--- config.mk ---
export PLATFORM = sky130hd
export DESIGN_NAME = gpio_fn_ctrl
export DESIGN_NICKNAME = d
export VERILOG_FILES = /design/src/rtl/gpio_fn_pkg.sv /design/src/rtl/gpio_fsel_bank.sv /design/src/rtl/gpio_out_latch.sv /design/src/rtl/gpio_pin_sel.sv /design/src/rtl/gpio_fn_ctrl.sv
export SDC_FILE = /design/constraint.sdc
export NUM_CORES = 1
export LEC_CHECK = 0
export BUFFER_PORTS_ARGS = -buffer_cell sky130_fd_sc_hd__buf_2
export CAP_MARGIN = 15
export CORE_AREA = 2 2 233 235
export DETAILED_ROUTE_END_ITERATION = 10
export DIE_AREA = 0 0 235 237
export SLEW_MARGIN = 20
export SYNTH_ARGS = -nofsm -noshare
export SYNTH_HDL_FRONTEND = slang
export SYNTH_SLANG_ARGS = --single-unit
export TNS_END_PERCENT = 20
--- constraint.sdc ---
create_clock -name clk_i -period 2.5 [get_ports clk_i]
set_input_delay 0.5 -clock clk_i [delete_from_list [all_inputs] [get_ports clk_i]]
set_output_delay 0.5 -clock clk_i [all_outputs]
set_load 0.005 [all_outputs]
--- src/rtl/gpio_fn_pkg.sv ---
package gpio_fn_pkg;
  localparam int unsigned BUS_W        = 32;
  localparam int unsigned FN_W         = 3;
  localparam int unsigned FN_PER_WORD  = 10;
  localparam int unsigned ALT_CNT      = 6;
  localparam int unsigned WORD_BYTES   = 4;
  localparam int unsigned OFS_SET0     = 'h1C;
  localparam int unsigned OFS_CLR0     = 'h28;

  typedef enum logic [FN_W-1:0] {
    FN_INPUT  = 3'b000,
    FN_OUTPUT = 3'b001,
    FN_ALT5   = 3'b010,
    FN_ALT4   = 3'b011,
    FN_ALT0   = 3'b100,
    FN_ALT1   = 3'b101,
    FN_ALT2   = 3'b110,
    FN_ALT3   = 3'b111
  } fn_code_e;

  // Maps a non-binary alternate code to its slot number.
  function automatic logic [2:0] alt_slot(input logic [FN_W-1:0] code);
    case (code)
      FN_ALT0: alt_slot = 3'd0;
      FN_ALT1: alt_slot = 3'd1;
      FN_ALT2: alt_slot = 3'd2;
      FN_ALT3: alt_slot = 3'd3;
      FN_ALT4: alt_slot = 3'd4;
      FN_ALT5: alt_slot = 3'd5;
      default: alt_slot = 3'd0;
    endcase
  endfunction
endpackage

--- src/rtl/gpio_fsel_bank.sv ---
module gpio_fsel_bank
  import gpio_fn_pkg::*;
#(
  parameter int unsigned NUM_PINS = 58,
  parameter int unsigned ADDR_W   = 8
) (
  input  logic                     clk_i,
  input  logic                     rst_ni,
  input  logic                     wr_i,
  input  logic [ADDR_W-1:0]        addr_i,
  input  logic [BUS_W-1:0]         wdata_i,
  output logic [BUS_W-1:0]         rdata_o,
  output logic [NUM_PINS*FN_W-1:0] fsel_o
);
  localparam int unsigned NUM_WORDS = (NUM_PINS + FN_PER_WORD - 1) / FN_PER_WORD;

  logic [NUM_PINS*FN_W-1:0] fsel_q;

  always_ff @(posedge clk_i or negedge rst_ni) begin
    if (!rst_ni) begin
      fsel_q <= '0;
    end else if (wr_i) begin
      for (int p = 0; p < NUM_PINS; p++) begin
        if (addr_i == ADDR_W'((p / FN_PER_WORD) * WORD_BYTES))
          fsel_q[p*FN_W +: FN_W] <= wdata_i[(p % FN_PER_WORD)*FN_W +: FN_W];
      end
    end
  end

  always_comb begin
    rdata_o = '0;
    for (int p = 0; p < NUM_PINS; p++) begin
      if (addr_i == ADDR_W'((p / FN_PER_WORD) * WORD_BYTES))
        rdata_o[(p % FN_PER_WORD)*FN_W +: FN_W] = fsel_q[p*FN_W +: FN_W];
    end
  end

  assign fsel_o = fsel_q;

  logic unused_words;
  assign unused_words = (NUM_WORDS == 0);
endmodule

--- src/rtl/gpio_out_latch.sv ---
module gpio_out_latch
  import gpio_fn_pkg::*;
#(
  parameter int unsigned NUM_PINS = 58,
  parameter int unsigned ADDR_W   = 8
) (
  input  logic                clk_i,
  input  logic                rst_ni,
  input  logic                wr_i,
  input  logic [ADDR_W-1:0]   addr_i,
  input  logic [BUS_W-1:0]    wdata_i,
  output logic [NUM_PINS-1:0] latch_o
);
  logic [NUM_PINS-1:0] set_v, clr_v, latch_q;

  always_comb begin
    for (int p = 0; p < NUM_PINS; p++) begin
      set_v[p] = wr_i && wdata_i[p % BUS_W] &&
                 (addr_i == ADDR_W'(OFS_SET0 + (p / BUS_W) * WORD_BYTES));
      clr_v[p] = wr_i && wdata_i[p % BUS_W] &&
                 (addr_i == ADDR_W'(OFS_CLR0 + (p / BUS_W) * WORD_BYTES));
    end
  end

  // Clear wins if both reach a pin together.
  always_ff @(posedge clk_i or negedge rst_ni) begin
    if (!rst_ni) latch_q <= '0;
    else         latch_q <= (latch_q | set_v) & ~clr_v;
  end

  assign latch_o = latch_q;
endmodule

--- src/rtl/gpio_pin_sel.sv ---
module gpio_pin_sel
  import gpio_fn_pkg::*;
#(
  parameter logic [ALT_CNT-1:0] PRESENT = '1
) (
  input  logic [FN_W-1:0]    code_i,
  input  logic               latch_i,
  input  logic [ALT_CNT-1:0] alt_i,
  output logic               oe_o,
  output logic               out_o,
  output logic               alt_o
);
  logic [ALT_CNT-1:0] avail;
  logic               alt_bit;

  assign avail   = alt_i & PRESENT;
  assign alt_bit = avail[alt_slot(code_i)];

  always_comb begin
    case (code_i)
      FN_INPUT: begin
        oe_o = 1'b0; out_o = 1'b0; alt_o = 1'b0;
      end
      FN_OUTPUT: begin
        oe_o = 1'b1; out_o = latch_i; alt_o = 1'b0;
      end
      default: begin
        oe_o = 1'b1; out_o = alt_bit; alt_o = alt_bit;
      end
    endcase
  end
endmodule

--- src/rtl/gpio_fn_ctrl.sv ---
module gpio_fn_ctrl
  import gpio_fn_pkg::*;
#(
  parameter int unsigned NUM_PINS = 58,
  parameter int unsigned ADDR_W   = 8,
  parameter logic [NUM_PINS*ALT_CNT-1:0] ALT_PRESENT = '1
) (
  input  logic                        clk_i,
  input  logic                        rst_ni,
  input  logic                        bus_req_i,
  input  logic                        bus_we_i,
  input  logic [ADDR_W-1:0]           bus_addr_i,
  input  logic [BUS_W-1:0]            bus_wdata_i,
  output logic [BUS_W-1:0]            bus_rdata_o,
  input  logic [NUM_PINS*ALT_CNT-1:0] alt_func_i,
  output logic [NUM_PINS-1:0]         pin_oe_o,
  output logic [NUM_PINS-1:0]         pin_out_o,
  output logic [NUM_PINS-1:0]         pin_alt_o
);
  logic                     wr;
  logic [BUS_W-1:0]         fsel_rdata;
  logic [NUM_PINS*FN_W-1:0] fsel;
  logic [NUM_PINS-1:0]      out_latch;

  assign wr = bus_req_i && bus_we_i;

  gpio_fsel_bank #(.NUM_PINS(NUM_PINS), .ADDR_W(ADDR_W)) i_fsel (
    .clk_i   (clk_i),
    .rst_ni  (rst_ni),
    .wr_i    (wr),
    .addr_i  (bus_addr_i),
    .wdata_i (bus_wdata_i),
    .rdata_o (fsel_rdata),
    .fsel_o  (fsel)
  );

  gpio_out_latch #(.NUM_PINS(NUM_PINS), .ADDR_W(ADDR_W)) i_latch (
    .clk_i   (clk_i),
    .rst_ni  (rst_ni),
    .wr_i    (wr),
    .addr_i  (bus_addr_i),
    .wdata_i (bus_wdata_i),
    .latch_o (out_latch)
  );

  // Set/clear offsets are write-only: only function words reach the read path.
  assign bus_rdata_o = (bus_req_i && !bus_we_i) ? fsel_rdata : '0;

  for (genvar p = 0; p < NUM_PINS; p++) begin : g_pin
    gpio_pin_sel #(.PRESENT(ALT_PRESENT[p*ALT_CNT +: ALT_CNT])) i_sel (
      .code_i  (fsel[p*FN_W +: FN_W]),
      .latch_i (out_latch[p]),
      .alt_i   (alt_func_i[p*ALT_CNT +: ALT_CNT]),
      .oe_o    (pin_oe_o[p]),
      .out_o   (pin_out_o[p]),
      .alt_o   (pin_alt_o[p])
    );
  end
endmodule

==> results of run 1 <==
kinds of logic (layout without fill, tap and decap cells):
logic type	after synthesis	in the layout	synth area share
compound gates	392	392	0.161
buf+inv	288	772	0.113
mux	301	301	0.260
other cells	1	3	0.000237
flops	232	232	0.367
simple gates	340	340	0.0994
Yosys cell counts, drive strengths merged:
library cell | n | area share
nor4bb | 4 | 0.0025
dfrtp | 232 | 0.37
nand4bb | 1 | 0.00071
mux2 | 247 | 0.18
nand3 | 5 | 0.0016
a32oi | 1 | 0.00055
inv | 6 | 0.0014
or4b | 1 | 0.00063
and4 | 1 | 0.00055
nand3b | 1 | 0.00047
a21o | 22 | 0.010
buf | 208 | 0.094
a211o | 5 | 0.0028
o22ai | 11 | 0.0043
nor4b | 3 | 0.0026
o21ai | 104 | 0.033
a22o | 1 | 0.00055
nor4 | 1 | 0.00079
or3b | 1 | 0.00055
o21a | 4 | 0.0019
nor2 | 86 | 0.021
clkbuf | 74 | 0.018
nand2b | 2 | 0.00079
and3 | 1 | 0.00040
o21bai | 1 | 0.00047
nand2 | 160 | 0.038
mux4 | 54 | 0.077
conb | 1 | 0.00024
nor3 | 9 | 0.0039
o221ai | 17 | 0.0094
a21oi | 28 | 0.0089
a31oi | 137 | 0.054
or3 | 59 | 0.023
o211ai | 1 | 0.00047
a31o | 53 | 0.029
o32a | 7 | 0.0044
and2 | 1 | 0.00040
nor2b | 4 | 0.0016
how the worst max path moves through the flow:
stage	depth (start not counted)	slack, ps	startpoint	endpoint
6_report	11	-80	bus_addr_i[5]	bus_rdata_o[3]
2_1_floorplan	6	120	bus_addr_i[5]	bus_rdata_o[13]
4_1_cts	5	-120	i_fsel.fsel_o[154]$_DFFE_PN0P_	pin_out_o[51]
5_1_grt	5	-150	i_fsel.fsel_o[124]$_DFFE_PN0P_	pin_out_o[41]
3_5_place_dp	9	-240	bus_addr_i[5]	bus_rdata_o[17]
3_3_place_gp	9	-310	bus_addr_i[5]	bus_rdata_o[17]
critical path, delay by kind of cell:
| family | cells | cell delay, ps |
|---|---|---|
| compound gates | 1 | 150 |
| buf+inv | 7 | 950 |
| simple gates | 3 | 460 |
routing by layer:
metal	wire [um]	up-vias	track usage
li1	-	6570	-
met1	28200	7554	0.294
met2	34800	699	0.424
met3	4360	106	0.0400
met4	1810	4	0.0639
met5	29	-	0
final cells by class:
cell class / count / area (um2)
inverter: 6 / 22.5
clock buffer: 40 / 827
multi-input combinational: 1035 / 8720
antenna: 1 / 2.50
clock inverter: 7 / 88.8
tap: 696 / 871
fill: 5294 / 32500
sequential: 232 / 5860
timing repair buffer: 719 / 4340
flip-flops by register name, indices dropped and copies added, names as in the netlist:
| signal | cells |
|---|---|
| i_fsel.fsel_o | 174 |
| i_latch.latch_o | 58 |
power by group:
group	internal [mW]	switching, mW
registers	3.86	0.182
clock network	2.48	1.65
logic	0.772	0.737
placed cells by master, fill, tap and decap left out, drive strengths merged, types with 2 or more instances in the layout:
master and instances:
a211o 5, a21o 22, a21oi 28, a31o 53
a31oi 137, buf 718, bufinv 2, clkbuf 40
clkinv 5, conb 2, dfrtp 232, inv 6
mux2 247, mux4 54, nand2 160, nand2b 2
nand3 5, nor2 86, nor2b 4, nor3 9
nor4b 3, nor4bb 4, o21a 4, o21ai 104
o221ai 17, o22ai 11, o32a 7, or3 59
through the flow:
| stage | cells | setup WS (ps) |
|---|---|---|
| CTS | 2719 | -119 |
| floorplan | 1555 | 119 |
| global route | 2736 | -150 |
| global placement | 2665 | -307 |
| finish | 2736 | -78.8 |
| detailed placement | 2665 | -242 |
timing repair:
item	in CTS	in global routing
endpoints found under the hold margin	60	0
setup endpoints to repair	85	90
setup buffers	5	16
gates resized for setup	148	96
gates cloned	1	0
hold buffers	1	0
pin swaps	19	38
==> results by stage, run 1 <==
Global routing:
- The total overflow left after global routing is 0.
- Across every metal layer, demand over resource in global routing totals 0.237.
- The largest net degree at the start of global routing is between 60 and 70.
- The via count of the first global-routing pass was 15000.
- The initial antenna violation count came to 5.
- The first global-routing pass estimated 99300 um of wire.

Outcome:
- The checks that failed: setup timing.
- The flow ran to the end, but the final reports show violations.

Clock tree:
- The later pin in the worst-skew pair is clocked with a latency of around 550 ps.
- The clock-pin slew of the registers on the worst-case setup and hold paths is 60 ps.
- The clock root buffer master is sky130_fd_sc_hd__clkbuf_16.
- Counting along the longest clock path gives a buffer depth of 3.
- The number of sinks handled by clock tree synthesis is 232.
- TritonCTS built the clock tree.
- In this run the number of H-tree levels came out at 1.
- The number of buffers inserted during clock tree synthesis is 28.

Yosys:
- After synthesis, the netlist uses 48 different library cells.
- The per-instance average area after synthesis is 10.2 um2.
- The number of warning messages in the yosys log is 0.
- Counting flops and latches in the post-synthesis netlist gives 232.
- The cell count after synthesis came out at 1554.
- The sequential area share after synthesis is 0.367.
- The synthesized cell area is about 16000 um2.

Hold path:
- The worst hold endpoint is i_latch.latch_o[30]$_DFF_PN0_.
- In this run the most critical hold path is launched from bus_wdata_i[30].
- The worst hold path passes through 2 cells.
- The class of the tightest hold or removal check is input port to flop.

Floorplanning:
- After floorplanning, the core was sized to cover about 53000 um2.
- The floorplan row count is 85.
- The die extent in x is 235 um.
- The chip height is 237 um.
- The die covers 55700 um2.
- The initial cell density of the core is 0.297.
- The total I/O pin count is 598.

STA:
- Setup repair after global routing could not meet its margin everywhere.
- The part of the cycle the worst path needs is 1.03.
- The number of hold violations in the final report came to 0.
- Headroom to the max-slew limit came out at 0.613.
- The final clock skew is 0 ps.
- For the final routed database, the setup TNS stands at -925 ps.
- The post-route worst hold slack is 142 ps.
- Static timing analysis puts the maximum clock frequency at between 300 and 400 MHz.
- The slew at the pin closest to its max-slew limit is 581 ps.
- The final count of pins violating max slew came to 0.
- The post-route minimum period is approximately 2600 ps.
- The total of endpoints with negative setup slack in the final report is 25.
- The post-layout worst setup margin is -78.8 ps.

Critical path:
- The most numerous cell on the critical path is sky130_fd_sc_hd__buf_6.
- The signal on the critical path passes through buf_6 > buf_6 > nor4_4 > buf_4 > buf_6 > nor2b_4 > buf_12 > buf_12 > nand2_2 > a31oi_1 > buf_2.
- The number of cells on the worst reg-to-reg path is 3.
- The worst setup path is of the input port to output pin kind.
- The setup slack on the worst flop-to-flop path is 1400 ps.
- In this run the critical register-to-register path is launched from i_fsel.fsel_o[124]$_DFFE_PN0P_.
- The biggest fanout along the worst timing path is 6.
- The type of origin of the critical path is an input port.
- The data required time of the critical path is roughly 2000 ps.
- The sort of element at the end of the critical path is an output pin.
- In this run the critical register-to-register path is captured at i_fsel.fsel_o[124]$_DFFE_PN0P_.
- Among all stages on the critical path, the largest delay is contributed by sky130_fd_sc_hd__nor4_4.
- Data arrives at the worst endpoint at 2080 ps.
- The stage delay of the slowest cell on the critical path is 250 ps.

Cells and area:
- Of the cells placed in the final design, the portion with a size suffix greater than 1 is 0.627.
- The net count of the finished layout is 2414.
- The area growth from synthesis to layout is 31.0%.
- The final core utilization is 0.389.
- The final cell area excluding filler cells is 20700 um2.

Drt:
- The remaining antenna violation count after routing is 0.
- The number of design-rule violations left by the first detailed-router iteration is 1061.
- The DRC violations left is 0.
- The vias per cell is 5.46.
- The pre-antenna-repair detailed-routing pass consisted of 5 iterations.
- The detailed-route wire length is 69200 um.
- The total via count after detailed routing is 14900.
- Dividing the detail-routed wire length by the instance count gives roughly 25 um.

Power:
- The maximum VDD drop is between 400 and 500 uV.
- The leakage component of the power is 10.2 nW.
- Overall power consumption after layout is estimated at between 9 and 10 mW.
- The total power density per cell area is 467 nW/um2.

Run:
- Max-cap violations in this run came to 0.

Placement:
- The final RePlAce weighted congestion is 0.960.
- The half-perimeter wire length after placement is 52300 um.
- The instance area at placement is between 15000 and 20000 um2.
- Input and output buffers added on the ports amount to roughly 600.
No activity file was read; power rests on OpenSTA's default activity.
==> run 2: changes to the inputs <==
--- a/config.mk
+++ b/config.mk
@@ -12,3 +12,3 @@
 export DIE_AREA = 0 0 235 237
-export SLEW_MARGIN = 20
+export SLEW_MARGIN = 0
 export SYNTH_ARGS = -nofsm -noshare
--- a/constraint.sdc
+++ b/constraint.sdc
@@ -3,2 +3,2 @@
 set_output_delay 0.5 -clock clk_i [all_outputs]
-set_load 0.005 [all_outputs]
+set_load 0.01 [all_outputs]
==> run 2 against run 1 <==
  * Critical path depth fell by 6
  * Combinational power rose by 5%
  * Register-to-register slack improved by 110 ps
  * Clock-buffer cell count rose by 5
  * Maximum frequency fell by 0.41%
  * Sequential share of layout area fell by 0.46 points
  * Flip-flop and latch count did not move
  * Core utilization rose by 0.65 points
  * Critical path type is now flop to output pin
  * Via count rose by 0.25%
  * Clock skew did not move
  * The flow still finishes with violations (setup timing)
==> results by stage, run 2 (same netlist as run 1, synthesis figures left out) <==
Drt:
- After detailed routing, the total wire length is 69700 um.
- The number of optimization iterations in the first detailed-route pass is 7.
- The total via count after detailed routing is 15000.
- The number of design-rule violations left by the first detailed-router iteration is 993.
- The vias per cell is 5.46.
- The DRC violations left is 0.
- The remaining antenna violation count after routing is 0.
- In the final routed layout, each cell accounts on average for approximately 25 um.

Cells and area:
- The count of non-filler cells in the finished layout is 2743.
- At the end of the flow, the number of nets in the layout was roughly 2400.
- The final core utilization is 0.396.
- The area growth from synthesis to layout is 33.2%.
- Of the cells placed in the final design, the portion with a size suffix greater than 1 is 0.637.
- The most frequent standard cell in the layout excluding fill and tap cells is sky130_fd_sc_hd__buf_2.
- The library cells used most frequently in the layout, excluding fill and tap cells, are sky130_fd_sc_hd__buf_2, sky130_fd_sc_hd__mux2_2, sky130_fd_sc_hd__dfrtp_1.
- The register with the most flip-flops in the layout has ~170 of them.
- The final cell area excluding filler cells is 21100 um2.
- After filler insertion, the fill cell instance count of the layout stands at around 5200.

STA:
- The slew at the pin closest to its max-slew limit is 496 ps.
- The number of hold violations in the final report is 0.
- The post-layout worst setup margin is -89.5 ps.
- The clock arrives with 0 ps of skew.
- The maximum clock frequency is 386 MHz.
- The final count of pins violating max slew is 0.
- Setup violations remaining at the end of the flow were counted as 27.
- For the finished layout, the period the worst path requires is roughly 2600 ps.
- Setup repair after global routing could not meet its margin everywhere.
- After routing, the total negative slack on setup checks comes to -574 ps.
- The tightest hold path in the finished design has a slack of between 100 and 150 ps.
- The tightest slew margin relative to the limit is 0.664.
- Of the available clock period, the critical path in the final layout requires 1.04.

Clock tree:
- The clock root buffer master is sky130_fd_sc_hd__clkbuf_16.
- CTS built an H-tree with a depth of 1.
- The number of sinks handled by clock tree synthesis is about 230.
- Counting along the longest clock path gives a buffer depth of 3.
- TritonCTS built the clock tree.
- Counting the buffers created by CTS gives 28.
- The clock-pin slew of the registers on the worst-case setup and hold paths is 60 ps.
- At the later pin of the worst-skew pair, clock insertion delay measures 560 ps.

Placement:
- The worst-case setup slack after placement is -315 ps.
- The final RePlAce weighted congestion is between 0.9 and 1.
- Once placement completed, the tool counted placed cells totaling 2667.
- The placed instances occupy a cell area of 19000 um2.
- After legalization and detailed placement, the total HPWL measured 52400 um.
- The quantity of I/O buffers inserted on ports is 595.

Critical path:
- The sort of element at the end of the critical path is an output pin.
- At the worst endpoint, the arrival time is ~2100 ps.
- The biggest fanout along the worst timing path is 2.
- The data required time of the critical path is 2000 ps.
- The setup slack on the worst flop-to-flop path is 1510 ps.
- The worst-path cell with the longest stage delay is sky130_fd_sc_hd__mux4_2.
- The type of origin of the critical path is a flop.
- The critical path goes through mux4_2 > nand2_1 > o21ai_1 > a31o_2 > buf_6.
- The type of the setup path with the least slack is flop to output pin.
- The stage delay of the slowest cell on the critical path is 570 ps.

Floorplanning:
- Measured along the y axis, the die boundary spans 237 um.
- The initial cell density of the core is 0.297.
- The floorplan row count is 85.
- The die footprint is ~56000 um2.
- The die extent in x is 235 um.
- During I/O placement, the number of pins put on the boundary was ~600.
- The core area is 53300 um2.

Run:
- The tool flagged a number of max-cap violations equal to 0.

Power:
- The leakage component of the power is 10.2 nW.
- The power consumption is slightly below 10 mW.
- The maximum VDD drop is ~530 uV.
- Power spread over the standard cell area amounts to approximately 460 nW/um2.

Global routing:
- For this run the aggregate overflow at the end of global routing stands at 0.
- The via count of the first global-routing pass is between 10000 and 15000.
- The routing layer with the top usage in global route is met2.
- The largest net degree at the start of global routing is 62.
- For this run, global-route usage on met1 was measured as 0.302.
- In the global route stage, met2 resource usage came out at 0.426.
- The first-pass GRT wire length is roughly 100000 um.
- The initial antenna violation count is 4.
- In the global route stage, met3 resource usage came out at 0.0335.
- The global-route usage over all layers is 0.239.

Hold path:
- The class of the tightest hold or removal check is input port to flop.

Outcome:
- The run finished, with violations left.
- The final reports fail on setup timing.
## run 2: cell count changes in the layout (fill, tap and decap cells not counted), sizes merged
cell	before	now
clkbuf	40	45
buf	718	719
clkinvlp	0	1
inv	6	7
diode	1	2
bufinv	2	0
## run 2: worst max-delay path: cells and delay by family (launching register included)
family | cells | cell delay [ps]
simple gates | 1 | 80
compound gates | 2 | 330
mux | 1 | 570
flops | 1 | 420
buf+inv | 1 | 130
## run 2: final timing paths
check / start / to / depth (start not counted)
max in group asynchronous: rst_ni / i_fsel.fsel_o[130]$_DFFE_PN0P_ / 3
min in group asynchronous: rst_ni / i_fsel.fsel_o[22]$_DFFE_PN0P_ / 2
min reg2reg: i_latch.latch_o[30]$_DFF_PN0_ / i_latch.latch_o[30]$_DFF_PN0_ / 2
min: bus_wdata_i[30] / i_latch.latch_o[30]$_DFF_PN0_ / 2
max reg2reg: i_fsel.fsel_o[154]$_DFFE_PN0P_ / i_fsel.fsel_o[154]$_DFFE_PN0P_ / 2
max: i_fsel.fsel_o[124]$_DFFE_PN0P_ / pin_out_o[41] / 5
## run 2: per-layer routing
layer,routed length [um],up-vias
li1,-,6593
met1,28500,7595
met2,35400,676
met3,4180,102
met4,1660,4
met5,23,-
## run 2: report_power, final
| group | total [mW] | switching (mW) | internal, mW |
|---|---|---|---|
| Clock | 4.12 | 1.68 | 2.44 |
| Combinational | 1.59 | 0.798 | 0.795 |
| Sequential | 4.04 | 0.183 | 3.86 |
## run 2: repair_timing
item                                    CTS  global route
hold buffers                              1             0
cloned                                    2             0
buffers inserted                         10            10
pin swaps                                28            36
endpoints found under the setup margin   90            95
endpoints found under the hold margin    45             0
gates resized for setup                 219           100
## run 2: cell type report
| type | instances | area (um2) | share of cell area |
|---|---|---|---|
| Antenna cell | 2 | 5.00 | 0.000237 |
| Clock buffer | 45 | 896 | 0.0425 |
| Clock inverter | 7 | 41.3 | 0.00196 |
| Inverter | 6 | 22.5 | 0.00107 |
| Multi-Input combinational cell | 1035 | 8780 | 0.416 |
| Sequential cell | 232 | 5860 | 0.278 |
| Tap cell | 696 | 871 | 0.0413 |
| Timing Repair Buffer | 720 | 4610 | 0.218 |
==> run 3: changes to the inputs <==
- CORE_AREA: 2 2 233 235 -> 2 2 231 233
- DIE_AREA: 0 0 235 237 -> 0 0 233 235
- SYNTH_HIERARCHICAL: not set -> 1
==> run 3 against run 2 <==
  * The run still ends with setup timing left
  * Non-clock buffer count is 14 lower
  * Setup slack gained 36 ps
  * Clock skew stayed put
  * Core utilization grew 0.56 points
  * Register-to-register slack worse by 40 ps
  * Clock-buffer cell count shrank 3
==> results by stage, run 3 <==
Global routing:
- The global-route usage over all layers is 0.236.
- After global routing the overflow that remains totals 0.
- The first-pass GRT wire length is 97800 um.
- The initial antenna violation count is 9.
- Entering global routing, the biggest net connects 117 pins.
- The via count of the first global-routing pass is 15200.

Floorplanning:
- During I/O placement, the number of pins put on the boundary was ~600.
- In this run the horizontal extent of the chip is 233 um.
- After floorplanning, the core was sized to cover 52200 um2.
- The floorplan row count is between 80 and 90.
- Measured along the y axis, the die boundary spans 235 um.
- For this configuration, the core starts out at a cell density of 0.292.
- The die covers 54800 um2.

Cells and area:
- The register with the most flip-flops in the layout has 174 of them.
- Leaving out fill and tap cells, the most frequent cell in the layout is sky130_fd_sc_hd__buf_2.
- The area growth from synthesis to layout is 37.3%.
- The final cell area excluding filler cells is 21000 um2.
- Leaving out fill and tap cells, the most frequent cells in the layout are sky130_fd_sc_hd__buf_2, sky130_fd_sc_hd__mux2_2, sky130_fd_sc_hd__dfrtp_1.
- In the final layout, the share of cells above drive strength 1 is 0.564.
- Once layout is complete, the utilization of the core stands at 0.401.
- The net count of the finished layout is about 2400.

STA:
- The final clock skew is 0 ps.
- The final count of pins violating max slew is 0.
- The tightest slew margin relative to the limit is 0.565.
- The number of hold violations in the final report came to 0.
- The slew at the pin closest to its max-slew limit is 652 ps.
- The post-route minimum period is 2550 ps.
- The total of endpoints with negative setup slack in the final report is 1.
- After layout, the worst setup slack is -53.4 ps.
- Setup repair after global routing could not meet its margin everywhere.
- Based on the critical path, the design can be clocked at up to 392 MHz.
- The part of the cycle the worst path needs is 1.02.
- Adding up every negative setup slack in the final design gives -53.4 ps.

Critical path:
- Counting both buffers and inverters, the worst setup path holds a total of 5.
- The largest single stage delay on the critical path is 230 ps.
- The biggest fanout along the worst timing path is 9.
- The slowest stage of the critical path belongs to the cell sky130_fd_sc_hd__mux2i_1.
- The type of origin of the critical path is an input port.
- The setup path with the least slack is of type input port to output pin.
- The signal on the critical path passes through buf_6 > buf_12 > buf_4 > buf_4 > mux2i_1 > o22ai_1 > o21ai_0 > a21oi_1 > and3b_2 > buf_2.
- The worst setup path is captured at an output pin.
- The depth of the worst register-to-register path is 2.
- The critical path runs through a total of 10 cells.
- Counting stages on the worst path, the most repeated cell is sky130_fd_sc_hd__buf_4.
- The data required time of the critical path is 2000 ps.
- Broken down by cell family, the worst path's largest delay share belongs to buffers and inverters.
- For the worst setup path, the data arrival time is between 2000 and 2500 ps.

Yosys:
- Yosys printed 6 warnings.
- The dominant register cell in the synthesized netlist is sky130_fd_sc_hd__dfrtp_1.
- The fraction of registers with async set or reset after synthesis is 1.00.
- The distinct cell type count of the synthesized netlist is 51.
- Synthesis inferred roughly 230 register bits.
- sky130_fd_sc_hd__dfrtp_1 is the most common cell in the netlist.
- The cell count after synthesis came out at 1378.
- The cell accounting for the most synthesized area is sky130_fd_sc_hd__dfrtp_1.
- Sorting the synthesized cells by area gives the leading types as sky130_fd_sc_hd__dfrtp_1, sky130_fd_sc_hd__mux2_2, sky130_fd_sc_hd__mux4_2.
- The cell area that synthesis handed to floorplanning was ~15000 um2.
- Counting instances in the post-synthesis netlist gives the leading cell types as sky130_fd_sc_hd__dfrtp_1, sky130_fd_sc_hd__mux2_2, sky130_fd_sc_hd__nand2_1, sky130_fd_sc_hd__o21ai_1, sky130_fd_sc_hd__a21oi_1.
- Dividing the synthesized area by the synthesized cell count gives 11.1 um2.
- The synthesized design contains 0 enable-type register cells.
- Of the synthesized area, sequential elements account for 0.380.
- The fraction of post-synthesis cell area in the top cell type by area is 0.380.

Clock tree:
- Clock tree synthesis inserted a total of 28 buffers.
- The clock net in this run drives a total of 232 sinks.
- The clock root buffer master is sky130_fd_sc_hd__clkbuf_16.
- TritonCTS built the clock tree.
- For the worst-skew pair, the clock arrives at the later sink with an insertion delay of 540 ps.
- The number of levels the H-tree was split into is 1.
- The maximum number of buffers from clock root to sink is 3.
- The clock-pin slew of the registers on the worst-case setup and hold paths is 60 ps.

Outcome:
- The flow ran to the end, but the final reports show violations.
- The checks that failed: setup timing.

Power:
- The leakage component of the power is 10.5 nW.
- VDD sags by at most 411 uV.
- Dividing total power by cell area gives a power density of 460 nW/um2.
- After layout, the design draws a total of 9.65 mW.

Hold path:
- Counting instances, the worst hold path has a depth of 2.
- The tightest min-delay check is of the input port to flop type.

Drt:
- The met1 routed wirelength after detailed routing is 27400 um.
- The total length of routed met3 wires is 4210 um.
- The detailed-route wire length is about 67000 um.
- The DRC violations left is 0.
- The number of optimization iterations in the first detailed-route pass is 5.
- The total via count after detailed routing is 15000.
- The vias per cell is ~5.5.
- The number of design-rule violations left by the first detailed-router iteration is 747.
- The average detailed-routed wire length per instance is 24.4 um.
- The remaining antenna violation count after routing is 0.
- After detailed routing, no signal wire sits above met5.
- The total met2 wirelength after detailed routing is 33900 um.

Placement:
- Routability-driven placement finished with a final weighted congestion of approximately 0.92.
- After legalization and detailed placement, the total HPWL measured 50200 um.
- The instance area at placement is 19600 um2.
- Buffers placed on the I/O ports in this run total 595.

Run:
- The tool flagged a number of max-cap violations equal to 0.
-- run 3: cell types whose count changed in the layout (fill, tap and decap cells not counted), moves of 46 or more --
cell,delta
sky130_fd_sc_hd__a21oi_1,+59
sky130_fd_sc_hd__a31o_2,-52
sky130_fd_sc_hd__o21ai_2,-53
sky130_fd_sc_hd__nand2_2,-51
sky130_fd_sc_hd__and3b_1,+57
sky130_fd_sc_hd__a31oi_1,-76
sky130_fd_sc_hd__buf_2,+46
sky130_fd_sc_hd__buf_6,-48
sky130_fd_sc_hd__nor2_1,-48
sky130_fd_sc_hd__o21ai_1,+98
sky130_fd_sc_hd__a41oi_1,+58
-- run 3: worst paths after layout --
check | from | end | slack [ps]
min in group asynchronous | rst_ni | i_fsel/fsel_o[53]$_DFFE_PN0P_ | 560
setup reg to reg | i_fsel/fsel_o[156]$_DFFE_PN0P_ | i_fsel/fsel_o[156]$_DFFE_PN0P_ | 1470
hold / removal | bus_wdata_i[30] | i_latch/latch_o[30]$_DFF_PN0_ | 160
max in group asynchronous | rst_ni | i_fsel/fsel_o[14]$_DFFE_PN0P_ | 1230
hold reg to reg | i_fsel/fsel_o[64]$_DFFE_PN0P_ | i_fsel/fsel_o[64]$_DFFE_PN0P_ | 520
setup / recovery | bus_addr_i[3] | bus_rdata_o[16] | -50
-- run 3: kinds of logic (layout without fill, tap and decap cells) --
logic type / count (synthesis) / after routing / share of synthesized area
AO/OA/AOI/OAI: 377 / 377 / 0.153
multiplexers: 346 / 346 / 0.296
flip-flops: 232 / 232 / 0.380
AND/OR/NAND/NOR: 331 / 331 / 0.136
other: 1 / 8 / 0.000246
buffers and inverters: 91 / 761 / 0.0343
-- run 3: what timing repair did --
item	in CTS	in global routing
setup endpoints to repair	29	32
endpoints found under the hold margin	61	0
pin swaps	6	6
setup buffers	13	12
hold buffers	1	0
gates resized for setup	70	32
-- run 3: worst reg2reg max path, stage by stage (launching register included) --
cell,delay (ps)
sky130_fd_sc_hd__dfrtp_1,470
sky130_fd_sc_hd__buf_4,190
sky130_fd_sc_hd__mux2_2,250
-- run 3: layer usage --
layer  global-route usage  up-vias
li1                     -     6720
met1                0.294     7582
met2                0.418      599
met3               0.0441       72
met4               0.0564        2
met5                    0        -
-- run 3: metrics by stage --
step,hold slack [ps],setup slack [ps],std cells
6_report,160,-53.4,2743
5_1_grt,140,-86.1,2742
4_1_cts,133,-41.6,2726
3_5_place_dp,541,-195,2666
3_3_place_gp,529,-237,2666
2_1_floorplan,204,166,1379
-- run 3: area by class of cell --
type	instances	area, um2
fill	5092	31300
clock inverter	5	60.1
multi-input combinational	1056	9160
timing repair buffer	706	4130
antenna	6	15.0
tap	688	861
sequential	232	5870
clock buffer	42	835
inverter	8	31.3
-- run 3: power by group --
group	internal [mW]	total (mW)	switching, mW	leakage, nW
Combinational	0.774	1.60	0.822	6.94
Clock	2.39	4.03	1.64	0.435
Sequential	3.86	4.03	0.168	3.14
Total	7.02	9.65	2.63	10.5
